===== src/rtl/slot_bus_pkg.sv =====
package slot_bus_pkg;
  parameter int unsigned ADDR_W = 12;
  parameter int unsigned DATA_W = 8;
  parameter int unsigned CYC_W  = ADDR_W + 1;
endpackage


===== src/rtl/slot_sync.sv =====
module slot_sync #(
  parameter int unsigned WIDTH  = 1,
  parameter int unsigned STAGES = 2
) (
  input  logic             clk_i,
  input  logic             rst_ni,
  input  logic [WIDTH-1:0] d_i,
  output logic [WIDTH-1:0] q_o
);
  logic [WIDTH-1:0] stage_q [STAGES];

  always_ff @(posedge clk_i or negedge rst_ni) begin
    if (!rst_ni) begin
      for (int i = 0; i < STAGES; i++) stage_q[i] <= '0;
    end else begin
      stage_q[0] <= d_i;
      for (int i = 1; i < STAGES; i++) stage_q[i] <= stage_q[i-1];
    end
  end

  assign q_o = stage_q[STAGES-1];
endmodule


===== src/rtl/slot_cycle_cap.sv =====
module slot_cycle_cap import slot_bus_pkg::*; (
  input  logic              clk_i,
  input  logic              rst_ni,
  input  logic              en_s_i,
  input  logic              rw_s_i,
  input  logic [ADDR_W-1:0] addr_s_i,
  output logic              en_fall_o,
  output logic              en_rise_o,
  output logic              cyc_valid_o,
  output logic [CYC_W-1:0]  cyc_word_o
);
  // en_q resets low: a fall needs a high level observed after reset
  logic en_q;

  always_ff @(posedge clk_i or negedge rst_ni) begin
    if (!rst_ni) en_q <= 1'b0;
    else         en_q <= en_s_i;
  end

  assign en_fall_o = en_q & ~en_s_i;
  assign en_rise_o = ~en_q & en_s_i;

  always_ff @(posedge clk_i or negedge rst_ni) begin
    if (!rst_ni) begin
      cyc_valid_o <= 1'b0;
      cyc_word_o  <= '0;
    end else begin
      cyc_valid_o <= en_fall_o;
      if (en_fall_o) cyc_word_o <= {rw_s_i, addr_s_i};
    end
  end

  AST_SINGLE_CAPTURE: assert property (@(posedge clk_i) disable iff (!rst_ni)
    cyc_valid_o |=> !cyc_valid_o);
endmodule


===== src/rtl/slot_wr_sampler.sv =====
module slot_wr_sampler import slot_bus_pkg::*; #(
  parameter int unsigned WR_DELAY = 31
) (
  input  logic              clk_i,
  input  logic              rst_ni,
  input  logic              start_i,
  input  logic [DATA_W-1:0] data_s_i,
  output logic              busy_o,
  output logic              wr_valid_o,
  output logic [DATA_W-1:0] wr_data_o
);
  localparam int unsigned CNT_W = $clog2(WR_DELAY + 2);
  logic [CNT_W-1:0] cnt_q;

  always_ff @(posedge clk_i or negedge rst_ni) begin
    if (!rst_ni) begin
      busy_o     <= 1'b0;
      cnt_q      <= '0;
      wr_valid_o <= 1'b0;
      wr_data_o  <= '0;
    end else begin
      wr_valid_o <= 1'b0;
      if (start_i) begin
        busy_o <= 1'b1;
        cnt_q  <= CNT_W'(WR_DELAY);
      end else if (busy_o) begin
        if (cnt_q == '0) begin
          busy_o     <= 1'b0;
          wr_valid_o <= 1'b1;
          wr_data_o  <= data_s_i;
        end else begin
          cnt_q <= cnt_q - 1'b1;
        end
      end
    end
  end

  AST_WR_PULSE: assert property (@(posedge clk_i) disable iff (!rst_ni)
    wr_valid_o |=> !wr_valid_o);
endmodule


===== src/rtl/slot_rd_driver.sv =====
module slot_rd_driver import slot_bus_pkg::*; (
  input  logic              clk_i,
  input  logic              rst_ni,
  input  logic              open_i,
  input  logic              close_i,
  input  logic              rd_valid_i,
  input  logic [DATA_W-1:0] rd_data_i,
  output logic [DATA_W-1:0] data_o,
  output logic [DATA_W-1:0] data_oe_o
);
  logic open_q, drive_q;

  always_ff @(posedge clk_i or negedge rst_ni) begin
    if (!rst_ni) begin
      open_q  <= 1'b0;
      drive_q <= 1'b0;
      data_o  <= '0;
    end else if (close_i) begin
      open_q  <= 1'b0;
      drive_q <= 1'b0;
      data_o  <= '0;
    end else if (open_i) begin
      open_q  <= 1'b1;
      drive_q <= 1'b0;
    end else if (open_q && !drive_q && rd_valid_i) begin
      drive_q <= 1'b1;
      data_o  <= rd_data_i;
    end
  end

  // one enable bit drives all lanes so they switch in the same cycle
  assign data_oe_o = {DATA_W{drive_q}};

  AST_RELEASE_ON_RISE: assert property (@(posedge clk_i) disable iff (!rst_ni)
    close_i |=> data_oe_o == '0);
  AST_DRIVE_HOLDS: assert property (@(posedge clk_i) disable iff (!rst_ni)
    (drive_q && !close_i && !open_i) |=> ($stable(data_o) && (&data_oe_o)));
  AST_DRIVE_NEEDS_RESP: assert property (@(posedge clk_i) disable iff (!rst_ni)
    $rose(drive_q) |-> $past(rd_valid_i));
endmodule


===== src/rtl/slot_bus_slave.sv =====
module slot_bus_slave import slot_bus_pkg::*; #(
  parameter int unsigned SYNC_STAGES = 2,
  parameter int unsigned WR_DELAY    = 31
) (
  input  logic              clk_i,
  input  logic              rst_ni,
  input  logic              dev_sel_ni,
  input  logic              io_sel_ni,
  input  logic              io_strb_ni,
  input  logic [ADDR_W-1:0] addr_i,
  input  logic              rw_i,
  input  logic [DATA_W-1:0] data_i,
  output logic [DATA_W-1:0] data_o,
  output logic [DATA_W-1:0] data_oe_o,
  output logic              cyc_valid_o,
  output logic [CYC_W-1:0]  cyc_word_o,
  output logic              wr_valid_o,
  output logic [DATA_W-1:0] wr_data_o,
  input  logic              rd_valid_i,
  input  logic [DATA_W-1:0] rd_data_i
);
  localparam int unsigned SYNC_W = 2 + ADDR_W + DATA_W;

  logic              en_raw, en_s, rw_s, en_fall, en_rise, wr_busy;
  logic [ADDR_W-1:0] addr_s;
  logic [DATA_W-1:0] data_s;

  assign en_raw = dev_sel_ni & io_sel_ni & io_strb_ni;

  slot_sync #(.WIDTH(SYNC_W), .STAGES(SYNC_STAGES)) u_sync (
    .clk_i  (clk_i),
    .rst_ni (rst_ni),
    .d_i    ({en_raw, rw_i, addr_i, data_i}),
    .q_o    ({en_s, rw_s, addr_s, data_s})
  );

  slot_cycle_cap u_cap (
    .clk_i       (clk_i),
    .rst_ni      (rst_ni),
    .en_s_i      (en_s),
    .rw_s_i      (rw_s),
    .addr_s_i    (addr_s),
    .en_fall_o   (en_fall),
    .en_rise_o   (en_rise),
    .cyc_valid_o (cyc_valid_o),
    .cyc_word_o  (cyc_word_o)
  );

  slot_wr_sampler #(.WR_DELAY(WR_DELAY)) u_wr (
    .clk_i      (clk_i),
    .rst_ni     (rst_ni),
    .start_i    (en_fall & ~rw_s),
    .data_s_i   (data_s),
    .busy_o     (wr_busy),
    .wr_valid_o (wr_valid_o),
    .wr_data_o  (wr_data_o)
  );

  slot_rd_driver u_rd (
    .clk_i      (clk_i),
    .rst_ni     (rst_ni),
    .open_i     (en_fall & rw_s),
    .close_i    (en_rise),
    .rd_valid_i (rd_valid_i),
    .rd_data_i  (rd_data_i),
    .data_o     (data_o),
    .data_oe_o  (data_oe_o)
  );

  AST_NO_WR_ON_READ: assert property (@(posedge clk_i) disable iff (!rst_ni)
    (cyc_valid_o && cyc_word_o[CYC_W-1]) |-> !wr_busy);
  AST_NO_DRIVE_IN_WRITE: assert property (@(posedge clk_i) disable iff (!rst_ni)
    wr_busy |-> data_oe_o == '0);
endmodule


===== config.mk =====
export PLATFORM = sky130hd
export DESIGN_NAME = slot_bus_slave
export DESIGN_NICKNAME = d
export VERILOG_FILES = /design/src/rtl/slot_bus_pkg.sv /design/src/rtl/slot_sync.sv /design/src/rtl/slot_cycle_cap.sv /design/src/rtl/slot_wr_sampler.sv /design/src/rtl/slot_rd_driver.sv /design/src/rtl/slot_bus_slave.sv
export SDC_FILE = /design/constraint.sdc
export NUM_CORES = 1
export LEC_CHECK = 0
export ABC_CLOCK_PERIOD_IN_PS = 4220
export BUFFER_PORTS_ARGS = -buffer_cell sky130_fd_sc_hd__buf_2
export CAP_MARGIN = 20
export CORE_MARGIN = 8
export CORE_UTILIZATION = 55
export DETAILED_ROUTE_END_ITERATION = 16
export PLACE_DENSITY = 0.79
export SLEW_MARGIN = 20
export SYNTH_ARGS = -nofsm -noshare
export SYNTH_HDL_FRONTEND = slang
export SYNTH_SLANG_ARGS = --single-unit

===== constraint.sdc =====
create_clock -name clk_i -period 4.22 [get_ports clk_i]
set_input_delay 0.633 -clock clk_i [delete_from_list [all_inputs] [get_ports clk_i]]
set_output_delay 0.633 -clock clk_i [all_outputs]
set_load 0.03 [all_outputs]

==> results of run 1 <==
==> metal layers <==
metal / vias to the layer above / GRT usage, %
met5: - / 0
met2: 49 / 23.69
met4: 0 / 7.500
met1: 772 / 16.42
met3: 9 / 4.623
li1: 734 / -
==> state kept, by name, summed over array words and instances, names as in the netlist, 6 cells and up <==
| name | flops |
|---|---|
| u_wr.wr_data_o | 8 |
| u_cap.cyc_word_o | 13 |
| u_sync.stage_q | 22 |
| u_sync.q_o | 22 |
| u_rd.data_o | 8 |
| u_wr.cnt_q | 6 |
==> worst max path at each step <==
stage / slack [ns] / start / endpoint / cells after the start
2_1_floorplan: 2.54 / u_wr.cnt_q[2]$_DFFE_PN0P_ / u_wr.wr_data_o[0]$_DFFE_PN0P_ / 3
3_3_place_gp: 2.40 / u_wr.cnt_q[2]$_DFFE_PN0P_ / u_wr.wr_data_o[4]$_DFFE_PN0P_ / 3
3_5_place_dp: 2.35 / u_wr.cnt_q[0]$_DFFE_PN0P_ / u_wr.wr_data_o[0]$_DFFE_PN0P_ / 5
4_1_cts: 2.31 / u_wr.cnt_q[0]$_DFFE_PN0P_ / u_wr.wr_data_o[6]$_DFFE_PN0P_ / 5
5_1_grt: 2.20 / u_wr.cnt_q[0]$_DFFE_PN0P_ / u_wr.wr_data_o[6]$_DFFE_PN0P_ / 5
6_report: 2.30 / u_wr.cnt_q[0]$_DFFE_PN0P_ / u_wr.wr_data_o[6]$_DFFE_PN0P_ / 5
==> per-stage QoR <==
| stage | std cells | total power, mW | utilization [%] | setup slack [ns] |
|---|---|---|---|---|
| after floorplan | 173 | 1.414 | - | 2.541 |
| after global placement | 305 | 1.551 | 63.49 | 2.401 |
| after detailed placement | 305 | 1.575 | 63.49 | 2.352 |
| after CTS | 321 | 2.267 | 68.41 | 2.306 |
| after global routing | 321 | 2.341 | 68.48 | 2.200 |
| final | 321 | 2.245 | 68.48 | 2.302 |
==> critical path: stages, from the launching register on <==
cell and delay [ns]:
dfrtp_1 0.42, inv_1 0.12, ha_1 0.16, nand2b_1 0.12, nor4_4 0.58, mux2_2 0.41
==> cell usage in the layout, fill, tap and decap left out <==
master     netlist  final
mux2_2          20     20
nor4_4           1      1
o311ai_0         1      1
buf_6            0      1
o21ai_0          5      5
buf_2            1     72
o21a_1           1      1
ha_1             2      2
and3_1           2      2
nand3b_1         1      1
bufinv_16        0      3
clkinv_2         0      2
nand2_1          4      4
and3_2           1      1
a31oi_1          1      1
o31a_2           1      1
inv_6            0      1
nor3_1           1      1
or2_2            1      1
a21oi_1          8      8
a211o_1          1      1
mux2i_1          1      1
nand2b_1         2      2
or3_1            3      3
dfrtp_1         85     85
nor3b_2          1      1
nor2_1           6      6
a22o_1           8      8
o21ai_1          1      1
clkbuf_8         0     10
inv_1            4      4
==> where the power goes <==
| part | internal, mW | leakage (nW) | switching [mW] |
|---|---|---|---|
| Clock | 0.409 | 0.127 | 0.277 |
| Combinational | 0.180 | 0.553 | 0.350 |
| Sequential | 0.945 | 1.02 | 0.0844 |
| Total | 1.53 | 1.70 | 0.711 |
==> cell families after synthesis <==
kind of cell,Yosys count,synth area share [%]
multiplexers,21,8.404
adder cells (fa/ha/maj),2,0.8939
AND/OR/NAND/NOR,23,5.051
flip-flops,85,75.99
buffers and inverters,15,3.173
AO/OA/AOI/OAI,27,6.482
==> Yosys cell counts (all sizes together) (2+ instances only) <==
cell,count,area [µm²]
a21oi,8,40.04
or3,3,18.77
dfrtp,85,2127
ha,2,25.02
a22o,8,70.07
nor2,6,22.52
nand2,4,15.01
mux2,20,225.2
nand2b,2,12.51
inv,4,15.01
o21ai,6,30.02
buf,10,68.81
and3,3,20.02
==> layout make-up <==
class / count / area, µm²
Multi-Input combinational cell: 73 / 583.1
Fill cell: 377 / 1579
Clock buffer: 10 / 137.6
Clock inverter: 6 / 108.9
Inverter: 4 / 15.01
Sequential cell: 85 / 2127
Timing Repair Buffer: 73 / 371.6
Tap cell: 70 / 87.58
==> results.toml, run 1 <==
[clocking]
h-tree-depth = 3
clock_path_buffers = 2
cts_resized = 0
root_buffer = "clkbuf_8"
cts_tree = "yes"
cts.sinks = 85
cts_buffers = 9
clk_latency_ns = 0.35
clkSlewWorstSetupHoldPaths_ns = 0.08
cts_hold_buf = 0
post_cts_buffers = 0

[floorplan]
core_mm2 = 0.005010
die_height_um = 87.34
io_pins = 74
dieArea_mm2 = 0.007627
die_w_um = 87.34
fp-row-count = 26
start_util_pct = 55.87

[worst_setup_path]
cp-start-kind = "flip-flop"
r2r_end = "u_wr.wr_data_o[6]$_DFFE_PN0P_"
critPathKind = "flip-flop to flip-flop"
crit_fanout = 9
rrSetupSlack_ns = 2.30
reg2reg_depth = 5
endpoint_kind = "flip-flop"
crit-reg2reg-launch = "u_wr.cnt_q[0]$_DFFE_PN0P_"
worstPathRequired_ns = 4.46
critical_path_arrival_ns = 2.15

[grt]
grt_remaining_overflow = 0
grt_pass1_wl_mm = 8.169
grt_use_total_pct = 14.43
antenna_found_initial = 0
grt_max_degree = 86
grt_pass1_vias = 1705

[sta]
fin_skew_ns = 0.004141
tightestPinTransition_ns = 0.7215
fmaxAchievable_mhz = 521.3
min_period_ns = 1.918
holdWs_ns = 0.3210
hold_viol = 0
rsz0062_at_grt = "no"
setup_violations = 0
fin_tns_setup_ns = 0
slew_violations = 0
slew_headroom_pct = 51.90
timing.final.crit_share_pct = 45.46

[cells_and_area]
post-route-cell-area_mm2 = 0.003431
drive_gt1_share_pct = 45.42
syn_to_final_growth_pct = 22.57
insertedDiodeCount = 0
fin_nets = 283

[routing]
drt-pass1-iter-count = 4
vias = 1564
ant_nets = 0
viasPerCell = 4.872
wl_per_cell_um = 15.88
met3WireLength_um = 310
wirelength_mm = 5.097
routed.top_layer = "met4"
remaining_drc_errors = 0
wl_met2_mm = 2.568
first_iter_violations = 92
wl_met1_mm = 2.130

[power_and_ir_drop]
peakVddDrop_uv = 421.7
p_leak_nw = 1.702
p_per_area_mw_per_mm2 = 654.5

[place]
io_buffers = 73
place.gp.congestion = 0.8117
hpwl_mm = 3.401
placedInstanceArea_mm2 = 0.003181

[yosys]
async_flop_share_pct = 100.0
synthCells = 173
synth-edff-count = 0
yosysUniqueCellTypes = 29
synth-seq-area-share_pct = 75.99
synth_flop_cell = "dfrtp_1"
syn_area_per_cell_um2 = 16.18
ys_ff_latch = 85
syn-num-nets = 210
synth_area_mm2 = 0.002799
synth_warnings = 0

[run_status]
status = "finished clean"

[min_path]
worstHoldPathType = "primary input to asynchronous set/reset pin"

[run]
drv_cap = 0
No activity file was read; power rests on OpenSTA's default activity.
==> run 2: changes to the inputs <==
Settings changed: ABC_AREA set to 1, ABC_CLOCK_PERIOD_IN_PS 4220 to 1950, CORE_UTILIZATION 55 to 52, PLACE_DENSITY 0.79 to 0.74.
Clock period 4.22 ns to 1.95 ns, I/O delays scaled along.
==> run 2 against run 1 <==
Clock-buffer cell count up 1. Critical path type unchanged. Critical path depth rose by 2. Cell area rose by 3.0%. Worst hold slack worse by 0.28 ns. Highest routed layer unchanged.
==> results.toml, run 2 <==
[place]
place.gp.congestion = 0.7641
io_buffers = 73
placedCellCount = 386
hpwl_mm = 3.956

[yosys]
synth_flop_cell = "dfrtp_1"
muxShareOfSynthArea_pct = 0
synth_fa_ha_area_share_pct = 0.8500
synthSimpleGateAreaFrac_pct = 20.87
synth_xor_area_share_pct = 0
yosysUniqueCellTypes = 21
synth_top_area_share_pct = 72.25
ys_ff_latch = 85
synth_common_cells = "nand2_1 (105), dfrtp_1 (85), inv_1 (11), nand3_1 (10), buf_4 (8)"
synth.largest_area_cell = "dfrtp_1"
synth_warnings = 0
synth_top_family_by_area = "simple AND/OR/NAND/NOR gates"
syn_area_per_cell_um2 = 11.78
synthCells = 250
syn-num-nets = 287
synthMostInstantiatedCell = "nand2_1"
synth_compound_area_share_pct = 1.657
synth-edff-count = 0
async_flop_share_pct = 100.0
yosys-top-cells-area = "dfrtp_1 (72%), nand2_1 (13%), buf_4 (2.0%)"
synth_area_mm2 = 0.002944
synth-seq-area-share_pct = 72.25

[run_status]
status = "finished clean"

[clocking]
post_cts_buffers = 0
clock_path_buffers = 2
clk_latency_ns = 0.35
cts.sinks = 85
h-tree-depth = 3
root_buffer = "clkbuf_8"
cts_tree = "yes"
cts_buffers = 9
clkSlewWorstSetupHoldPaths_ns = 0.08

[sta]
tightestPinTransition_ns = 0.3944
slew_headroom_pct = 73.71
setup_violations = 0
fin_skew_ns = 0.006673
fin_tns_setup_ns = 0
hold_viol = 0
timing.final.crit_share_pct = 75.85
fmaxAchievable_mhz = 676.1
rsz0062_at_grt = "no"
min_period_ns = 1.479
slew_violations = 0

[floorplan]
core_mm2 = 0.005473
start_util_pct = 53.80
dieArea_mm2 = 0.008326
die_height_um = 91.25
fp-row-count = 27
io_pins = 74
die_w_um = 91.25

[worst_setup_path]
reg2reg_depth = 7
critPathKind = "flip-flop to flip-flop"
crit-reg2reg-launch = "u_wr.cnt_q[0]$_DFFE_PN0P_"
worstPathRequired_ns = 2.19
cp-start-kind = "flip-flop"
crit_fanout = 11
cp-startpoint = "u_wr.cnt_q[0]$_DFFE_PN0P_"
rrSetupSlack_ns = 0.47
r2r_end = "u_wr.cnt_q[0]$_DFFE_PN0P_"
setup.worst_path.end = "u_wr.cnt_q[0]$_DFFE_PN0P_"
endpoint_kind = "flip-flop"
critical_path_arrival_ns = 1.71

[grt]
grt_max_degree = 36
antenna_found_initial = 0
grt_pass1_vias = 1993
grt_remaining_overflow = 0
grt_use_total_pct = 13.98
grt_pass1_wl_mm = 9.294

[run]
drv_cap = 0

[cells_and_area]
fin_nets = 363
final_cell_mix = "nand2_1 (105), dfrtp_1 (85), buf_2 (72), inv_1 (11)"
layout_commonest_cell = "nand2_1"
drive_gt1_share_pct = 33.23
insertedDiodeCount = 0
final_cell_count_no_fill = 403
syn_to_final_growth_pct = 20.02

[routing]
viasPerCell = 4.623
remaining_drc_errors = 0
drt-pass1-iter-count = 4
vias = 1863
wirelength_mm = 5.346
wl_per_cell_um = 13.27
ant_nets = 0
first_iter_violations = 74

[power_and_ir_drop]
p_leak_nw = 1.921
peakVddDrop_uv = 731.8
p_per_area_mw_per_mm2 = 1396

[min_path]
min_path_cells = 1
worstHoldPathType = "primary input to flip-flop"
-- run 2: metal layers --
metal	routed length (µm)	track usage, %	up-vias
met5	0	0	-
met4	78	5.730	0
met3	407	6.420	9
met2	2614	22.85	53
met1	2246	15.51	885
li1	-	-	916
-- run 2: repair_timing --
item	in CTS	in global routing
endpoints found under the hold margin	30	0
endpoints found under the setup margin	0	0
resized for setup	0	0
hold buffers	1	0
-- run 2: area by class of cell --
type	count	area, µm²
inverters	12	47.55
flip-flops and latches	85	2127
well taps	72	90.09
clock inverters	5	33.78
repair buffers	76	405.4
multi-input cells	142	688.2
fillers	431	1939
clock buffers	11	141.4
-- run 2: how the worst min path moves through the flow --
stage / slack (ns) / end / start
6_report: 0.04 / u_sync.stage_q[22]$_DFF_PN0_ / data_i[0]
4_1_cts: 0.03 / u_sync.stage_q[37]$_DFF_PN0_ / addr_i[7]
5_1_grt: 0.03 / u_sync.stage_q[42]$_DFF_PN0_ / rw_i
3_3_place_gp: 0.25 / u_sync.stage_q[31]$_DFF_PN0_ / rst_ni
3_5_place_dp: 0.25 / u_sync.stage_q[31]$_DFF_PN0_ / rst_ni
2_1_floorplan: -0.003 / u_cap.cyc_valid_o$_DFF_PN0_ / rst_ni
-- run 2: worst max-delay path, stage by stage (launching register included) --
cell	delay [ns]
dfrtp_1	0.38
inv_1	0.19
ha_1	0.20
nand3_1	0.08
nand2_1	0.12
nand2_2	0.20
nand2_1	0.14
o21ai_2	0.06
-- run 2: power breakdown --
part	internal (mW)	switching [mW]	total, mW
Combinational	0.472	1.10	1.57
Clock	0.498	0.611	1.11
Sequential	2.06	0.184	2.25
-- run 2: through the flow --
step | worst slack (ns) | util [%] | area (µm²) | hold WS [ns] | power [mW]
6_report | 0.4709 | 64.56 | 3533 | 0.04493 | 4.931
5_1_grt | 0.3661 | 64.56 | 3533 | 0.02997 | 5.228
4_1_cts | 0.4701 | 64.56 | 3533 | 0.03340 | 4.986
3_5_place_dp | 0.4826 | 61.18 | 3348 | 0.2500 | 3.873
3_3_place_gp | 0.5475 | 61.18 | 3348 | 0.2472 | 3.825
2_1_floorplan | 0.6710 | - | 2944 | -0.003091 | 3.497
-- run 2: cells by family after synthesis --
group | Yosys count
fa+ha+maj | 2
flops | 85
compound gates | 6
simple gates | 134
buf+inv | 23
